### src/rtl/timer_pkg.sv
package timer_pkg;

    localparam int REG_W = 32;

    typedef enum logic [1:0] {
        OP_NONE = 2'd0,
        OP_WR   = 2'd1,
        OP_SET  = 2'd2,
        OP_CLR  = 2'd3
    } op_e;

    // control word fields
    localparam int B_RELOAD = 6;
    localparam int B_UPDATE = 7;
    localparam int B_IEN    = 14;
    localparam int B_FLAG   = 15;
    localparam logic [3:0] SEL_ALWAYS = 4'hF;
    localparam logic [3:0] SEL_SLOW   = 4'hB;

    localparam logic [REG_W-1:0] CTRL_MASK    = 32'h0000_C0CF;
    localparam logic [REG_W-1:0] FLAG_BIT     = 32'h0000_8000;
    localparam logic [REG_W-1:0] GLOB_MASK    = 32'h0000_0001;
    localparam logic [REG_W-1:0] VERSION_WORD = {8'd2, 24'd0};

    localparam int unsigned SET_OFF = 32'h4;
    localparam int unsigned CLR_OFF = 32'h8;

    function automatic int unsigned ctrl_off(input int unsigned n);
        return 32'h20 + n * 32'h40;
    endfunction

    function automatic int unsigned run_off(input int unsigned n);
        return 32'h30 + n * 32'h40;
    endfunction

    function automatic int unsigned fix_off(input int unsigned n);
        return 32'h40 + n * 32'h40;
    endfunction

    function automatic logic [REG_W-1:0] apply_op(
        input logic [REG_W-1:0] cur,
        input op_e              op,
        input logic [REG_W-1:0] wd,
        input logic [REG_W-1:0] mask
    );
        logic [REG_W-1:0] r;
        case (op)
            OP_WR:   r = wd;
            OP_SET:  r = cur | wd;
            OP_CLR:  r = cur & ~wd;
            default: r = cur;
        endcase
        return r & mask;
    endfunction

endpackage

### src/rtl/tmr_regdec.sv
module tmr_regdec
    import timer_pkg::*;
#(
    parameter int NCH = 2,
    parameter int AW  = 10
) (
    input  logic            we,
    input  logic [AW-1:0]   addr,
    output op_e [NCH-1:0]   ctrl_op,
    output logic [NCH-1:0]  fix_we,
    output op_e             glob_op
);
    logic [31:0] a;

    always_comb begin
        a       = 32'(addr);
        glob_op = OP_NONE;
        ctrl_op = '{default: OP_NONE};
        fix_we  = '0;
        if (we) begin
            if (a == 32'h0)          glob_op = OP_WR;
            else if (a == SET_OFF)   glob_op = OP_SET;
            else if (a == CLR_OFF)   glob_op = OP_CLR;
            for (int n = 0; n < NCH; n++) begin
                if (a == ctrl_off(n))                ctrl_op[n] = OP_WR;
                else if (a == ctrl_off(n) + SET_OFF) ctrl_op[n] = OP_SET;
                else if (a == ctrl_off(n) + CLR_OFF) ctrl_op[n] = OP_CLR;
                if (a == fix_off(n)) fix_we[n] = 1'b1;
            end
        end
    end
endmodule

### src/rtl/tmr_channel.sv
module tmr_channel
    import timer_pkg::*;
#(
    parameter int CNT_W = 32
) (
    input  logic              clk,
    input  logic              rst,
    input  op_e               ctrl_op,
    input  logic              fix_we,
    input  logic [REG_W-1:0]  wdata,
    input  logic              slow_tick,
    input  logic              halt,
    output logic [REG_W-1:0]  ctrl_q,
    output logic [CNT_W-1:0]  run_q,
    output logic [CNT_W-1:0]  fix_q,
    output logic              irq
);
    logic tick_en;
    logic load;
    logic expire;

    always_comb begin
        tick_en = !halt && ((ctrl_q[3:0] == SEL_ALWAYS) ||
                            (ctrl_q[3:0] == SEL_SLOW && slow_tick));
        load    = fix_we && ctrl_q[B_UPDATE];
        expire  = tick_en && !load && (run_q == CNT_W'(1));
    end

    always_ff @(posedge clk) begin
        if (rst) begin
            ctrl_q <= '0;
            run_q  <= '0;
            fix_q  <= '0;
        end else begin
            // a new expiry overrides a same-cycle clear of the flag
            ctrl_q <= apply_op(ctrl_q, ctrl_op, wdata, CTRL_MASK) |
                      (expire ? FLAG_BIT : '0);
            if (fix_we) fix_q <= wdata[CNT_W-1:0];
            if (load) begin
                run_q <= wdata[CNT_W-1:0];
            end else if (tick_en) begin
                if (run_q == CNT_W'(1))  run_q <= ctrl_q[B_RELOAD] ? fix_q : '0;
                else if (run_q != '0)    run_q <= run_q - CNT_W'(1);
                else if (ctrl_q[B_RELOAD]) run_q <= fix_q;
            end
        end
    end

    assign irq = ctrl_q[B_FLAG] & ctrl_q[B_IEN];


    hold_no_tick_chk: assert property (@(posedge clk) disable iff (rst)
        (!tick_en && !fix_we) |=> $stable(run_q));


    expiry_flag_chk: assert property (@(posedge clk) disable iff (rst)
        expire |=> ctrl_q[B_FLAG]);


    reload_value_chk: assert property (@(posedge clk) disable iff (rst)
        (expire && ctrl_q[B_RELOAD]) |=> (run_q == $past(fix_q)));


    stop_at_zero_chk: assert property (@(posedge clk) disable iff (rst)
        (run_q == '0 && !ctrl_q[B_RELOAD] && !fix_we) |=> (run_q == '0));


    update_load_chk: assert property (@(posedge clk) disable iff (rst)
        load |=> (run_q == $past(wdata[CNT_W-1:0])));
endmodule

### src/rtl/mc_timer_top.sv
module mc_timer_top
    import timer_pkg::*;
#(
    parameter int NCH     = 2,
    parameter int AW      = 10,
    parameter int CNT_W   = 32,
    parameter int VER_OFF = 'h3FC
) (
    input  logic             clk,
    input  logic             rst,
    input  logic             bus_we,
    input  logic [AW-1:0]    bus_addr,
    input  logic [31:0]      bus_wdata,
    output logic [31:0]      bus_rdata,
    input  logic             slow_tick,
    output logic [NCH-1:0]   irq
);
    op_e [NCH-1:0]     ctrl_op;
    logic [NCH-1:0]    fix_we;
    op_e               glob_op;
    logic [REG_W-1:0]  glob_q;
    logic [REG_W-1:0]  ctrl_q [NCH];
    logic [CNT_W-1:0]  run_q  [NCH];
    logic [CNT_W-1:0]  fix_q  [NCH];

    tmr_regdec #(.NCH(NCH), .AW(AW)) dec_i (
        .we      (bus_we),
        .addr    (bus_addr),
        .ctrl_op (ctrl_op),
        .fix_we  (fix_we),
        .glob_op (glob_op)
    );

    always_ff @(posedge clk) begin
        if (rst) glob_q <= '0;
        else     glob_q <= apply_op(glob_q, glob_op, bus_wdata, GLOB_MASK);
    end

    for (genvar n = 0; n < NCH; n++) begin : g_ch
        tmr_channel #(.CNT_W(CNT_W)) ch_i (
            .clk       (clk),
            .rst       (rst),
            .ctrl_op   (ctrl_op[n]),
            .fix_we    (fix_we[n]),
            .wdata     (bus_wdata),
            .slow_tick (slow_tick),
            .halt      (glob_q[0]),
            .ctrl_q    (ctrl_q[n]),
            .run_q     (run_q[n]),
            .fix_q     (fix_q[n]),
            .irq       (irq[n])
        );


        irq_gate_chk: assert property (@(posedge clk) disable iff (rst)
            !ctrl_q[n][B_IEN] |-> !irq[n]);
    end

    always_comb begin
        logic [31:0] a;
        a         = 32'(bus_addr);
        bus_rdata = '0;
        if (a == 32'h0 || a == SET_OFF || a == CLR_OFF) bus_rdata = glob_q;
        if (a == 32'(VER_OFF)) bus_rdata = VERSION_WORD;
        for (int n = 0; n < NCH; n++) begin
            if (a == ctrl_off(n) || a == ctrl_off(n) + SET_OFF ||
                a == ctrl_off(n) + CLR_OFF)
                bus_rdata = ctrl_q[n];
            if (a == run_off(n)) bus_rdata = REG_W'(run_q[n]);
            if (a == fix_off(n)) bus_rdata = REG_W'(fix_q[n]);
        end
    end


    version_read_chk: assert property (@(posedge clk) disable iff (rst)
        (32'(bus_addr) == 32'(VER_OFF)) |-> (bus_rdata[31:24] == 8'd2));


    halt_freeze_chk: assert property (@(posedge clk) disable iff (rst)
        (glob_q[0] && !fix_we[0]) |=> $stable(run_q[0]));
endmodule

### config.mk
export PLATFORM = sky130hd
export DESIGN_NAME = mc_timer_top
export DESIGN_NICKNAME = d
export VERILOG_FILES = /design/src/rtl/timer_pkg.sv /design/src/rtl/tmr_regdec.sv /design/src/rtl/tmr_channel.sv /design/src/rtl/mc_timer_top.sv
export SDC_FILE = /design/constraint.sdc
export NUM_CORES = 1
export LEC_CHECK = 0
export BUFFER_PORTS_ARGS = -buffer_cell sky130_fd_sc_hd__buf_2
export CAP_MARGIN = 0
export CORE_MARGIN = 3
export CORE_UTILIZATION = 35
export CTS_CLUSTER_DIAMETER = 50
export DETAILED_ROUTE_END_ITERATION = 7
export GPL_TIMING_DRIVEN = 0
export PLACE_DENSITY_LB_ADDON = 0.3
export SYNTH_ARGS = -nofsm -noshare
export SYNTH_HDL_FRONTEND = slang
export SYNTH_SLANG_ARGS = --single-unit
### constraint.sdc
create_clock -name clk -period 3.3 [get_ports clk]
set_input_delay 0 -clock clk [delete_from_list [all_inputs] [get_ports clk]]
set_output_delay 0 -clock clk [all_outputs]
set_load 0.01 [all_outputs]
### Yosys cells after proc, flatten, opt, wreduce, memory -nomap -nowiden

Cells that the tools add are included.
W data, S select, Z words.

* register bits after elaboration: 193
* input bits: 46
* output and inout bits: 34
* logic and storage cells: 120

* add/subtract/negate cells: 2
* eq/ne operators: 28
* muxes and demuxes: 41
* bitwise operators: 11
* reductions and logical operators: 31

Operators with widths (number)
* $mux W32: 19
* $pmux W16 S3: 2
* $eq A32 B1 Y1 const B: 2
* $mux W16: 4
* $or A16 B32 Y32: 2
* $reduce_bool A32 Y1: 2
* $sub A32 B1 Y32 const B: 2
* $eq A10 B7 Y1 const B: 5
* $eq A10 B6 Y1 const B: 4
* $and A16 B16 Y16: 2
* $or A16 B16 Y16: 2
* $mux W2: 11
* $eq A4 B4 Y1 const B: 4
* $not A16 Y16: 1
* $eq A2 B2 Y1 const B: 6
* $eq A10 B10 Y1 const B: 1
* $eq A10 B3 Y1 const B: 1
* $eq A10 B4 Y1 const B: 1
* $eq A10 B8 Y1 const B: 1
* $logic_and A1 B1 Y1: 10
* $logic_not A10 Y1: 1
* $logic_or A1 B1 Y1: 8
* $reduce_bool A4 Y1: 2
* $eq A2 B1 Y1 const B: 3
* 9 further kinds: 17

### Depth between registers and ports, before layout

Gate-level depths: netlist of run 1.

* depth after elaboration: 11
* mapped depth: 9
* gate-level depth less buffers: 8

### Modules after synthesis

From an unflattened synthesis of run 1, not the netlist that was laid out.

* cell total of the unflattened synthesis: 1368
* area total of the unflattened synthesis: 10695.3 um^2

Modules (own cells, without submodules)
* tmr_channel: instances 2, cells each 513, area each 4319.1 um^2, seq. area each 1441.4 um^2
* mc_timer_top: instances 1, cells each 325, area each 1901.8 um^2, seq. area each 20.0 um^2
* tmr_regdec: instances 1, cells each 17, area each 155.1 um^2, seq. area each 0.0 um^2

### Worst setup path after synthesis of run 1

No wires, ideal clock.

* path type: flip-flop to flip-flop
* from: register g_ch[0].ch_i.run_q[12]
* to: register g_ch[0].ch_i.run_q[9]
* library setup time: 137 ps
* arrival time: 2314 ps
* required time: 3163 ps
* setup slack: 848 ps
* cell stages (with the launch flop): 9
* buffers on the path: 2
* clock period less this slack: 2452 ps
* cells stage by stage: dfxtp_1 -> buf_2 -> or4_4 -> nand4b_4 -> or4_4 -> buf_6 -> a22o_1 -> a22oi_1 -> a211oi_1

* cells in the longest elaborated chain, start to end: 5
* elaborated cells between the ends (all ways): 8
* classes of those cells: eq/ne: 1; mux: 4; reduce/logical: 3

RTL lines
* start: declaration: line tmr_channel.sv:14 `output logic [CNT_W-1:0] run_q,`
* start signal: assignment: line tmr_channel.sv:40 `run_q <= wdata[CNT_W-1:0];`
* start signal: assignment: line tmr_channel.sv:42 `if (run_q == CNT_W'(1)) run_q <= ctrl_q[B_RELOAD] ? fix_q : '0;`
* start signal: assignment: line tmr_channel.sv:43 `else if (run_q != '0) run_q <= run_q - CNT_W'(1);`
* $reduce_bool A32 Y1: line tmr_channel.sv:43
* $mux W32: line tmr_channel.sv:43
* $mux W32: line tmr_channel.sv:42
* $mux W32: line tmr_channel.sv:41 `end else if (tick_en) begin`
* $mux W32: line tmr_channel.sv:39 `if (load) begin`

Parallel ways exist; a longest one is shown, timed or not. The select of a mux whose other input is x is not followed.
A chain may end at the register's enable or synchronous reset.

### Final worst setup path of run 1

* from: register g_ch[1].ch_i.run_q[5]
* to: register g_ch[1].ch_i.run_q[16]

* cells in the longest elaborated chain, start to end: 5
* elaborated cells between the ends (all ways): 9
* classes of those cells: add/sub: 1; eq/ne: 1; mux: 4; reduce/logical: 3

RTL lines (line)
* start: declaration: tmr_channel.sv:14
* start signal: assignment: tmr_channel.sv:40
* start signal: assignment: tmr_channel.sv:42
* start signal: assignment: tmr_channel.sv:43
* $sub A32 B1 Y32 / $reduce_bool A32 Y1 (equally long branches): tmr_channel.sv:43
* $mux W32: tmr_channel.sv:43
* $mux W32: tmr_channel.sv:42
* $mux W32: tmr_channel.sv:41
* $mux W32: tmr_channel.sv:39

Parallel ways exist; a longest one is shown, timed or not. The select of a mux whose other input is x is not followed.

==> impl_results.md, run 1 <==
- Worst-Margin Slew: 1.20 ns
- PortBufs: 76
- Share of cells above drive strength 1: 12.4%
- GP Congestion: 1.02
- Initial DRC count: 1,301
- Detailed Route WL: 38.8 mm
- Max Buffers Root-to-Sink: 2
- Commonest non-fill, non-tap cell in the layout: nand2_1
- Most frequent cells in the layout: nand2_1 (216), dfxtp_1 (145), a21oi_1 (110)
- Syn Std Cell Area: 0.00894 mm^2
- Placed cell count: 1,599
- Antenna diode count: 0
- Worst path required time: 3.67 ns
- Skew-Pair Late Insertion Delay: 0.43 ns
- CP delay by family, top: simple AND/OR/NAND/NOR gates
- Core Area: 0.0247 mm^2
- EDFF count, synth: 0
- Critical path, cell by cell: clkbuf_1, nor4_2, and4_1, a31o_2, nand2_2, nor2_1, a221o_1
- Inserted Clock Buffers: 17
- Synth area leader: dfxtp_1
- Final total power: 3.96 mW
- Crit path kind: flip-flop to flip-flop
- Initial antenna violation count: 0
- F_max: 319 MHz
- Nets: 1,379
- Yosys reg bits: 145
- Total GRT Usage: 26.8%
- Worst vdd ir: 0.000268 V
- Status: complete, no violations
- Crit path capture type: flip-flop
- # rows: 57
- CTS tree: built
- Die Wd: 166 um
- Seq/Total Area, Yosys: 32.5%
- DIE HEIGHT: 166 um
- Largest net degree at the start of global routing: 17
- Clock transition at path regs: 0.06 ns
- Final period demand of the worst path: 3.14 ns
- Async SR Flop Fraction: 0%
- Setup violators final: 0
- CTS Sinks: 145
- Peak per-stage delay on the critical path: 0.88 ns
- Share of the synthesized area in the top cell type: 32.5%
- Synthesis Warnings: 0
- Vias in the first global route: 9,502
- DP HPWL: 29.2 mm
- Wirelength per Cell: 23.3 um
- I/O pins: 80
- PwrDens: 371 mW/mm^2
- Syn avg cell area: 7.46 um^2
- Fin. max-slew vios: 0
- Die footprint: 0.0275 mm^2
- Worst-path maximum fanout: 10
- Global route total overflow: 0
- CTS root buffer: clkbuf_16
- RSZ-0062 raised after global routing: false
- Number of max-cap violations: 0
- Worst slew margin: 19.3%
- Post-Syn Nets: 1,251
- Worst path arrival time: 3.50 ns
- Finished Layout Cells: 1,664
- Total number of vias: 10,278
- DRC: 0
- Buf+Inv Stages, Crit Path: 1
- First-pass GRT wire length: 58.0 mm
- Top cells by area, synth: dfxtp_1 (32%), nand2_1 (9.1%), a21oi_1 (6.2%), nor2_1 (3.7%), a221oi_1 (3.1%)
- Detailed Routing Iterations Pass 1: 8
- Antenna Nets Post-Route: 0
- Drt via density: 6.18
- Hold/Removal Path Class: input port to flip-flop
- Fillers: 2,590
- Skew final: 0.0122 ns
- LEAKAGE: 3.69 nW
- Cells after Synth: 1,199
- Cell at the slowest stage of the critical path: nor4_2
- Util after Layout: 43.2%
- Initial Utilization: 36.2%
- Prevailing post-synth register cell: dfxtp_1
- Critical path startpoint category: flip-flop
- Area Growth Syn to Fin: 19.4%
- Yosys cell types: 75
- Total negative slack: 0 ns
- Final Cycle Share: 95.0%
- Hold Fails Final Rpt: 0
- H-tree lvl count: 4
[cells by family (layout without fill, tap and decap cells)]
logic type | Yosys count | after routing | share of synthesized area (%)
and+or+nand+nor | 548 | 548 | 31.0
adders and majority gates | 6 | 6 | 0.840
xor gates and xnor gates | 42 | 42 | 4.12
muxes | 6 | 6 | 0.672
DFF | 145 | 145 | 32.5
AOI/OAI and AO/OA | 350 | 350 | 26.0
buffers and inverters | 102 | 243 | 4.84
[tightest hold or removal path: stages]
cell and delay (ns):
buf_2 0.10, nor4_2 0.08, nand4b_1 0.11, o31ai_1 0.07
a21oi_1 0.10
[what timing repair did]
item	in CTS	in global routing
endpoints found under the setup margin	0	40
buffers inserted	0	0
hold endpoints to repair	131	0
hold buffers	33	0
gates resized for setup	0	4
[per-stage QoR]
step                hold WS (ns)  worst slack, ns  instance area, um^2
finish                    0.0749            0.164                10700
global route               0.124           0.0286                10700
CTS                       0.0660           0.0372                10600
detailed placement         0.305            0.184                 9720
global placement           0.298            0.232                 9720
floorplan                  0.109            0.848                 8940
[sequential cells by signal, summed over array words and instances (netlist names)]
signal and cells:
g_ch.ch_i.ctrl_q 16, glob_q 1, g_ch.ch_i.fix_q 64, g_ch.ch_i.run_q 64
[area by class of cell]
type	count	area (um^2)	area share, %
Timing Repair Buffer	109	711	6.66
Tap cell	324	405	3.80
Sequential cell	145	2900	27.2
Multi-Input combinational cell	952	5630	52.7
Clock buffer	19	433	4.06
Clock inverter	13	161	1.51
Inverter	9	33.8	0.317
Buffer	93	399	3.74
[power by group]
part	internal [mW]	leakage, nW	switching, mW
Sequential	1.75	1.17	0.000472
Combinational	0.0654	2.25	0.137
Clock	1.19	0.280	0.818
[metal layers]
layer  wire length (um)  GRT usage, %  vias up
met5                  0             0        -
met4               1680          10.7        0
met3               3730          5.09      119
met2              17900          43.5      622
met1              15600          35.4     4838
li1                   -             -     4699
[cell usage after synthesis (6+ instances only)]
master / number
a221oi_1: 32
nand3_1: 18
a221o_1: 7
o221a_2: 7
a22oi_1: 32
a21oi_1: 110
clkbuf_1: 72
o31ai_1: 6
nor2_1: 87
nand4_1: 16
xnor2_1: 16
nor4_1: 34
o22ai_1: 9
dfxtp_1: 145
a22o_1: 8
nand3b_1: 9
buf_2: 13
or3_1: 8
mux2i_1: 6
a31oi_1: 28
inv_1: 9
or4_1: 7
a222oi_1: 10
o21ai_0: 52
nor2b_1: 12
ha_1: 6
nand2b_1: 34
xor2_1: 26
nand2_1: 216
nor3_1: 52
a211oi_1: 13
[path summary, 6_finish.rpt]
kind	start	endpoint	slack (ns)	depth (start not counted)
max	g_ch[1].ch_i.run_q[5]	g_ch[1].ch_i.run_q[16]	0.16	7
min	bus_addr[0]	glob_q[0]	0.07	5
max reg2reg	g_ch[1].ch_i.run_q[5]	g_ch[1].ch_i.run_q[16]	0.16	7
min reg2reg	g_ch[0].ch_i.fix_q[5]	g_ch[0].ch_i.fix_q[5]	0.47	2
Power figures use the tool's default switching activity.
==> inputs of run 2 (changes only) <==
--- a/config.mk
+++ b/config.mk
@@ -5,6 +5,7 @@
 export SDC_FILE = /design/constraint.sdc
 export NUM_CORES = 1
 export LEC_CHECK = 0
+export ABC_CLOCK_PERIOD_IN_PS = 3300
 export BUFFER_PORTS_ARGS = -buffer_cell sky130_fd_sc_hd__buf_2
 export CAP_MARGIN = 0
 export CORE_MARGIN = 3
@@ -12,7 +13,9 @@
 export CTS_CLUSTER_DIAMETER = 50
 export DETAILED_ROUTE_END_ITERATION = 7
 export GPL_TIMING_DRIVEN = 0
+export MAX_ROUTING_LAYER = met4
 export PLACE_DENSITY_LB_ADDON = 0.3
+export SLEW_MARGIN = 15
 export SYNTH_ARGS = -nofsm -noshare
 export SYNTH_HDL_FRONTEND = slang
 export SYNTH_SLANG_ARGS = --single-unit
==> run 2 against run 1 <==
Flip-flop and latch count is the same; final cell count is the same; first-iteration DRC count down 3.6%; largest power group unchanged.
==> impl_results.md, run 2 (same netlist as run 1, synthesis figures left out) <==
- Status: complete, no violations
- Antenna Nets Post-Route: 0 (unchanged)
- Sequential Power Share: 43.3% (-0.9 points)
- Global route total overflow: 0 (unchanged)
- Final WS setup: 0.159 ns (-0.00472 ns)
- WP depth: 10 (+3)
- Wirelength per Cell: 23.2 um (-0.71%)
- Worst slew margin: 18.8% (-0.49 points)
- CTS Sinks: 145 (unchanged)
- Largest net degree at the start of global routing: 17 (unchanged)
- Initial Utilization: 36.2% (unchanged)
- F_max: 318 MHz (-0.15%)
- Initial DRC count: 1,254 (-3.6%)
- Area Growth Syn to Fin: 19.8%
- Final Cycle Share: 95.2% (+0.14 points)
- First-pass GRT wire length: 57.8 mm (-0.33%)
- Setup Fix Bufs, Post-CTS: 0 (unchanged)
- Util after Layout: 43.4% (+0.14 points)
- Hold/Removal Path Class: input port to flip-flop
- Worst path required time: 3.30 ns (-0.37 ns)
- Nets: 1,379 (unchanged)
- Finished Layout Cells: 1,664 (unchanged)
- Worst hold slack: 0.0854 ns (+0.0106 ns)
- Commonest non-fill, non-tap cell in the layout: nand2_1
- Clock power frac: 51.7% (+1.0 points)
- Core Area: 0.0247 mm^2 (unchanged)
- PortBufs: 76 (unchanged)
- Total number of vias: 10,243 (-0.34%)
- # rows: 57 (unchanged)
- Total negative slack: 0 ns (unchanged)
- Detailed Route WL: 38.6 mm (-0.71%)
- I/O pins: 80 (unchanged)
- Max Buffers Root-to-Sink: 2 (unchanged)
- Critical path startpoint category: input port
- DIE HEIGHT: 166 um (unchanged)
- Die footprint: 0.0275 mm^2 (unchanged)
- DP Worst Slack: 0.217 ns (+0.0326 ns)
- Drt via density: 6.16 (-0.34%)
- Crit path kind: input port to output port
- Cell at the slowest stage of the critical path: nor3_2
- Largest registers: g_ch.ch_i.fix_q x64, g_ch.ch_i.run_q x64, g_ch.ch_i.ctrl_q x16
- Antenna diode count: 0 (unchanged)
- Buf+Inv Stages, Crit Path: 5 (+4)
- Placed cell count: 1,599 (unchanged)
- Worst R2R Path Depth: 8 (+1)
- Combinational share of power: 5.0% (about the same)
- Net Sw Frac: 24.1% (about the same)
- CTS root buffer: clkbuf_16
- Skew-Pair Late Insertion Delay: 0.44 ns (about the same)
- Inserted Clock Buffers: 17 (unchanged)
- DRC: 0 (unchanged)
- Skew final: 0.0101 ns (-0.00206 ns)
- Crit path capture type: output port
- Total GRT Usage: 27.8% (+0.92 points)
- Die Wd: 166 um (unchanged)
- CP delay by family, top: buffers and inverters
- LEAKAGE: 3.71 nW (+0.41%)
- Worst path arrival time: 3.14 ns (-0.36 ns)
- Fin. max-slew vios: 0 (unchanged)
- RSZ-0062 raised after global routing: false
- Vias in the first global route: 9,477 (-0.26%)
- DP HPWL: 29.2 mm (about the same)
- Worst-Margin Slew: 1.21 ns (+0.00732 ns)
- Pint: 3.07 mW (+2.0%)
- Initial antenna violation count: 0 (unchanged)
- H-tree lvl count: 4 (unchanged)
- Hold path depth: 5 (unchanged)
- PwrDens: 378 mW/mm^2 (+1.7%)
- Setup violators final: 0 (unchanged)
- Hold Fails Final Rpt: 0 (unchanged)
- Critical path, cell by cell: dlygate4sd3_1, buf_2, or2_2, nand2b_1, clkbuf_1, nor3_2, clkbuf_1, a22oi_1, a31oi_1, buf_2
- Worst vdd ir: 0.000251 V (-6.5%)
- Number of max-cap violations: 0 (unchanged)
- Clock transition at path regs: 0.06 ns (about the same)
- Worst-path maximum fanout: 10 (unchanged)
- Psw: 976 uW (+2.1%)
- Peak per-stage delay on the critical path: 0.55 ns (-0.33 ns)
- GP Congestion: 1.01 (-0.90%)
- Share of cells above drive strength 1: 12.6% (+0.22 points)
- Most frequent cells in the layout: nand2_1 (216), dfxtp_1 (145), a21oi_1 (110)
- Final period demand of the worst path: 3.14 ns (+0.00472 ns)
- Detailed Routing Iterations Pass 1: 5 (-3)
- CTS tree: built
## run 2: changes by cell type in the layout (fill, tap and decap cells not counted), sizes merged
cell,change
clkbuf,+1
inv,-1
## run 2: worst paths after layout
check	slack, ns	start	to
min	0.09	bus_addr[0]	glob_q[0]
max reg2reg	0.23	g_ch[1].ch_i.run_q[5]	g_ch[1].ch_i.run_q[11]
min reg2reg	0.48	g_ch[1].ch_i.fix_q[1]	g_ch[1].ch_i.fix_q[1]
max	0.16	bus_addr[2]	bus_rdata[10]
## run 2: cell type report
cell class | instances | area [um^2]
inverters | 9 | 33.8
multi-input cells | 952 | 5630
well taps | 324 | 405
fillers | 2587 | 14000
repair buffers | 109 | 711
plain buffers | 93 | 399
flip-flops and latches | 145 | 2900
clock inverters | 12 | 156
clock buffers | 20 | 467
## run 2: power groups by stage
stage,Clock [mW],Combinational (mW),Sequential (mW)
global route,2.16,0.211,1.75
global placement,0,0.164,1.79
CTS,2.08,0.194,1.75
detailed placement,0,0.163,1.79
floorplan,0,0.0563,1.79
finish,2.09,0.203,1.75
## run 2: metal layers
layer	GRT usage [%]	part of all wire, %
met1	35.7	40
met2	43.9	46
met3	4.45	10
met4	11.0	4.0
met5	-	0
## run 2: worst min-delay path, delay by kind of cell
family / cells / cell delay, ns
AO/OA/AOI/OAI: 2 / 0.18
buffers and inverters: 1 / 0.11
AND/OR/NAND/NOR: 2 / 0.20
## run 2: what timing repair did
item / in CTS / in global routing
hold buffers: 33 / 0
resized for setup: 0 / 4
endpoints found under the hold margin: 136 / 0
endpoints found under the setup margin: 0 / 38
## run 2: metrics by stage
step,instance area (um^2),power [mW]
after floorplan,8940,1.85
after global routing,10700,4.12
after CTS,10700,4.02
after detailed placement,9720,1.95
final,10700,4.04
after global placement,9720,1.95
